**config.mk**
```make
export PLATFORM = sky130hd
export DESIGN_NAME = intack_seq
export DESIGN_NICKNAME = d
export VERILOG_FILES = /design/src/rtl/intack_seq.sv
export SDC_FILE = /design/constraint.sdc
export NUM_CORES = 1
export LEC_CHECK = 0
export ABC_AREA = 1
export BUFFER_PORTS_ARGS = -buffer_cell sky130_fd_sc_hd__buf_2
export CORE_MARGIN = 2
export CORE_UTILIZATION = 30
export CTS_CLUSTER_SIZE = 20
export DETAILED_ROUTE_END_ITERATION = 10
export PLACE_DENSITY = 0.69
export SYNTH_ARGS = -nofsm -noshare
export SYNTH_HDL_FRONTEND = slang
export SYNTH_SLANG_ARGS = --single-unit
export TNS_END_PERCENT = 50
```
**constraint.sdc**
```tcl
create_clock -name clk -period 2.1 [get_ports clk]
set_input_delay 0.42 -clock clk [delete_from_list [all_inputs] [get_ports clk]]
set_output_delay 0.42 -clock clk [all_outputs]
set_load 0.05 [all_outputs]
```
**src/rtl/intack_seq.sv**
```systemverilog
module intack_seq #(
  parameter int ADDR_W   = 32,
  parameter int DATA_W   = 32,
  parameter int VEC_W    = 8,
  parameter int IDLE_GAP = 4
) (
  input  logic              clk,
  input  logic              rst_n,
  input  logic              irq,
  input  logic              int_en,
  input  logic              rdy_n,
  input  logic              next_addr_n,
  input  logic [DATA_W-1:0] data_in,
  output logic [ADDR_W-3:0] addr,
  output logic [3:0]        be_n,
  output logic              mio_n,
  output logic              dc_n,
  output logic              wr_n,
  output logic              lock_n,
  output logic              ads_n,
  output logic              vec_valid,
  output logic [VEC_W-1:0]  vector
);

  localparam int GW = (IDLE_GAP > 1) ? $clog2(IDLE_GAP) : 1;
  localparam logic [GW-1:0] GAP_LAST = GW'(IDLE_GAP - 1);

  typedef enum logic [2:0] {
    S_IDLE, S_A_T1, S_A_T2, S_GAP, S_B_T1, S_B_T2, S_DONE
  } state_t;

  state_t          st, st_nx;
  logic [GW-1:0]   gap_cnt;
  logic [VEC_W-1:0] vec_q;

  wire unused_in = &{1'b0, next_addr_n, data_in[DATA_W-1:VEC_W]};

  wire in_cyc = (st == S_A_T1) || (st == S_A_T2) || (st == S_B_T1) || (st == S_B_T2);
  wire in_seq = in_cyc || (st == S_GAP);

  always_comb begin
    st_nx = st;
    unique case (st)
      S_IDLE: if (irq && int_en) st_nx = S_A_T1;
      S_A_T1: st_nx = S_A_T2;
      S_A_T2: if (!rdy_n) st_nx = S_GAP;
      S_GAP:  if (gap_cnt == GAP_LAST) st_nx = S_B_T1;
      S_B_T1: st_nx = S_B_T2;
      S_B_T2: if (!rdy_n) st_nx = S_DONE;
      S_DONE: st_nx = S_IDLE;
      default: st_nx = S_IDLE;
    endcase
  end

  always_ff @(posedge clk) begin
    if (!rst_n) begin
      st      <= S_IDLE;
      gap_cnt <= '0;
      vec_q   <= '0;
    end else begin
      st <= st_nx;
      if (st == S_GAP) gap_cnt <= gap_cnt + 1'b1;
      else             gap_cnt <= '0;
      if (st == S_B_T2 && !rdy_n) vec_q <= data_in[VEC_W-1:0];
    end
  end

  assign addr      = (st == S_A_T1 || st == S_A_T2) ? (ADDR_W-2)'(1) : '0;
  assign be_n      = in_cyc ? 4'b1110 : 4'b1111;
  assign mio_n     = !in_cyc;
  assign dc_n      = !in_cyc;
  assign wr_n      = !in_cyc;
  assign ads_n     = !(st == S_A_T1 || st == S_B_T1);
  assign lock_n    = !in_seq;
  assign vec_valid = (st == S_DONE);
  assign vector    = vec_q;

endmodule

```
# Yosys cells after proc, flatten, opt, wreduce, memory -nomap -nowiden
# Index checks and enable logic that the tools add are counted.
# totals
register_bits,13
input_bits,38
out_inout_bits,48
elab_cells,36
# op_classes
add_sub_neg,1
n_eq_ne,11
n_mux,7
n_reduce_logical,14
# ops
cell,count
one-hot mux 3 bit (6 select lines),1
2-to-1 mux 3 bit,4
equality test 3 bit (second input constant),3
inequality test 2 bit (second input constant),4
equality test 3 x 2 -> 1 bit (second input constant),2
logical OR 1 bit,5
zero test 1 bit,4
AND reduction 4 bit,1
equality test 3 x 1 -> 1 bit (second input constant),1
zero test 3 bit,1
adder 2 x 1 -> 2 bit (second input constant),1
equality test 2 bit (second input constant),1
logical AND 1 bit,2
2-to-1 mux 1 bit,2
AND reduction 2 bit,1

# Logic depth before layout (Yosys ltp)
# depth
ltp_word,6
ltp_mapped,8
mapped_depth_nobuf,8

# Worst setup path after synthesis
# No wires, ideal clock.
# synth_path
path_kind,register to output
from,register st[2]
to,output lock_n
arrival_ps,2014
t_required_ps,1680
slack_ps,-334
stages_incl_launch_ff,8
path_buffers,1
cell_sequence,dfxtp_1 -> buf_2 -> inv_1 -> nand3_1 -> nand2_1 -> nor2_1 -> o21ai_0 -> inv_1
# synth_between
elab_chain_len,6
word_cells_on_any_way,10
cone_classes,5 x eq/ne; 5 x reduce/logical
# synth_lines
item,line,source
from (decl),32,"state_t st, st_nx;"
from (signal assigned),61,st <= st_nx;
equality test 3 x 1 -> 1 bit or equality test 3 x 2 -> 1 bit (tied branches),38,wire in_cyc = (st == S_A_T1) || (st == S_A_T2) || (st == S_B_T1) || (st == S_B_T2);
logical OR 1 bit (3 in a row),38,
logical OR 1 bit *,39,wire in_seq = in_cyc || (st == S_GAP);
zero test 1 bit *,74,assign lock_n = !in_seq;
to (decl),19,"output logic lock_n,"
# Mark *: on every way between the ends. The rest lies on a longest branch, timed or not.

# Worst setup path in the final report
# Ends and elaborated chain as after synthesis.

==> results.tsv <==
stage	metric	value	unit
run_status	outcome	finished clean	
cts	hold_buffers	0	
global_route	grt_max_degree	12	
drt	drt-pass1-iter-count	3	
power_and_ir_drop	peakVddDrop	0.00156	V
timing	setup_ws	0.184	ns
floorplan	start_util	31.7	%
global_route	met1_usage	12.4	%
timing	hold_violations	0	
critical_path	cp_max_fo	8	
yosys	syn_avg_cell_area	6.82	um2
timing	grt_setup_unrepaired	false	
final_layout	nFillCells	327	
global_route	track_usage	8.43	%
drt	via_per_inst	3.86	
flow_run	maxCapViolCount	0	
floorplan	row_count	19	
critical_path	worstSetupPathType	reg2out	
cts	h-tree-depth	1	
drt	dr.first_iter.drc_count	9	
global_route	grtUsageMet3	2.68	%
yosys	seq_area_frac_synth	29.8	%
cts	clock-sinks	13	
global_route	grt-ovfl-total	0	
critical_path	setup.worst_path.end_class	output pin	
yosys	synth_seq_cells	13	
cts	post-cts-setup-buffer-count	0	
global_route	grt_pass1_wl	2190	um
yosys	synth.most_common_cell	buf_4	
placement	numPortBuffers	28	
cts	clk_pin_slew	0.08	ns
placement	hpwl	1180	um
cts	cts_tree	yes	
yosys	syn_inst	128	
critical_path	arrival	1.50	ns
yosys	synth_top_area_share	30.1	%
global_route	grt_use_met2	10.4	%
final_layout	drive_above_1_share	26.8	%
floorplan	pin_count	86	
floorplan	die_y	58.0	um
final_layout	area_growth	6.45	%
yosys	async_flop_share	0	%
hold_path	hold_path.class	in2reg	
power_and_ir_drop	powerDensity	1420	mW/mm2
timing	skew	0.00310	ns
placement	pre_cts_ws	0.276	ns
drt	wl_per_cell	8.27	um
yosys	yosys-top-cells-count	35 x buf_4, 26 x nor2_1, 14 x nand2_1	
yosys	synth_flop_cell	dfxtp_1	
timing	hold_slack	0.368	ns
timing	post-route-min-period	1.92	ns
final_layout	layout.nets	193	
timing	max_freq	522	MHz
yosys	ys_warn_count	0	
floorplan	dieArea	0.00336	mm2
power_and_ir_drop	power_leakage	0.000534	uW
timing	finalCritPeriodShare	91.2	%
cts	cts-buffers-inserted	3	
cts	cts_root_buffer	clkbuf_4	
drt	ant_nets	0	
drt	wl	1520	um
timing	setup_violations	0	
placement	placed_cells_incl_taps	180	
cts	ctsLongestPathBuffers	2	
global_route	grt_pass1_vias	531	
floorplan	die_x	58.0	um
yosys	synth_area_leaders	buf_4 30%, dfxtp_1 30%, nor2_1 11%, nand2_1 6.0%, o21ai_0 5.7%	
yosys	yosysUniqueCellTypes	18	
final_layout	diodes	0	
drt	dr_total_vias	711	
yosys	synth_edf_count	0	
floorplan	core	0.00276	mm2
cts	worstSkewPairLatency	0.27	ns
final_layout	post_layout_nonfiller_instances	184	
critical_path	cp_data_required_time	1.68	ns
timing	maxSlewViolCount	0	
global_route	busiest_layer	met1	
global_route	antenna_found_initial	0	
yosys	synth.largest_area_cell	buf_4	
critical_path	startpoint_type	flip-flop	
placement	gp_congestion	0.757	
yosys	syn_area	873	um2
drt	drcViolationCount	0	
metal layers:
| metal | wire, um | part of all wire [%] |
|---|---|---|
| met2 | 598 | 39 |
| met5 | 0 | 0 |
| met1 | 717 | 47 |
| met3 | 196 | 13 |
| met4 | 9 | 0.59 |
final cells by class:
class,instances,area [um2],area share [%]
tap,31,38.8,4.17
multi-input combinational,96,412,44.3
inverter,12,45.0,4.85
clock buffer,4,26.3,2.83
sequential,13,265,28.5
timing repair buffer,28,143,15.3
flip-flops by register name (all words and copies together) (netlist names):
name     flops
gap_cnt      2
vector       8
st           3
metrics by stage:
step	setup TNS (ns)	cell area (um2)	total power [uW]	utilization, %
finish	0	930	1320	33.7
detailed placement	0	896	1160	32.5
global placement	0	896	1160	32.5
floorplan	-0.0727	988	1130	-
global route	0	930	1400	33.7
CTS	0	923	1320	33.5
critical path, cell delays in order, from the launching register on:
cell and delay (ns):
dfxtp_4 0.39, inv_1 0.10, nand3_1 0.12, nand2_1 0.10, nor2_2 0.14, o21ai_0 0.10, inv_1 0.06, clkbuf_4 0.22
cell usage in the layout, fill, tap and decap left out, types with 3 or more instances in the layout:
cell type / netlist / final
buf_2: 1 / 27
clkbuf_4: 0 / 4
conb_1: 2 / 32
dfxtp_1: 13 / 11
inv_1: 8 / 8
inv_2: 4 / 4
nand2_1: 14 / 14
nand3_1: 6 / 6
nor2_1: 26 / 25
nor2_2: 2 / 3
o21ai_0: 10 / 10
cell families (layout without fill, tap and decap cells):
kind of cell | Yosys count | after routing | synth area share, %
AO/OA/AOI/OAI | 12 | 12 | 7.02
adder cells (fa/ha/maj) | 1 | 1 | 1.43
buffers and inverters | 49 | 44 | 36.2
flip-flops | 13 | 13 | 29.8
other | 2 | 32 | 0.860
AND/OR/NAND/NOR | 51 | 51 | 24.6
what timing repair did:
item | 4_1_cts | 5_1_grt
cloned | 0 | 0
endpoints found under the hold margin | 0 | 0
gates resized for setup | 1 | 3
endpoints found under the setup margin | 1 | 1
report_power, final:
part	internal [uW]	switching (uW)	leakage, uW	total (uW)
registers	275	40.1	0.000106	315
clock network	73.5	77.3	0.0000150	151
logic	166	686	0.000413	852
total	515	804	0.000534	1320
path summary, 6_finish.rpt:
kind                                  from          to  slack [ns]  cells past startpoint
worst max-delay path                 st[2]      lock_n        0.18                      7
worst min-delay path            data_in[7]   vector[7]        0.37                      3
worst min register to register  gap_cnt[0]  gap_cnt[0]        0.42                      1
worst max register to register       st[1]   vector[6]        0.88                      6
(Power assumes the default switching activity.)
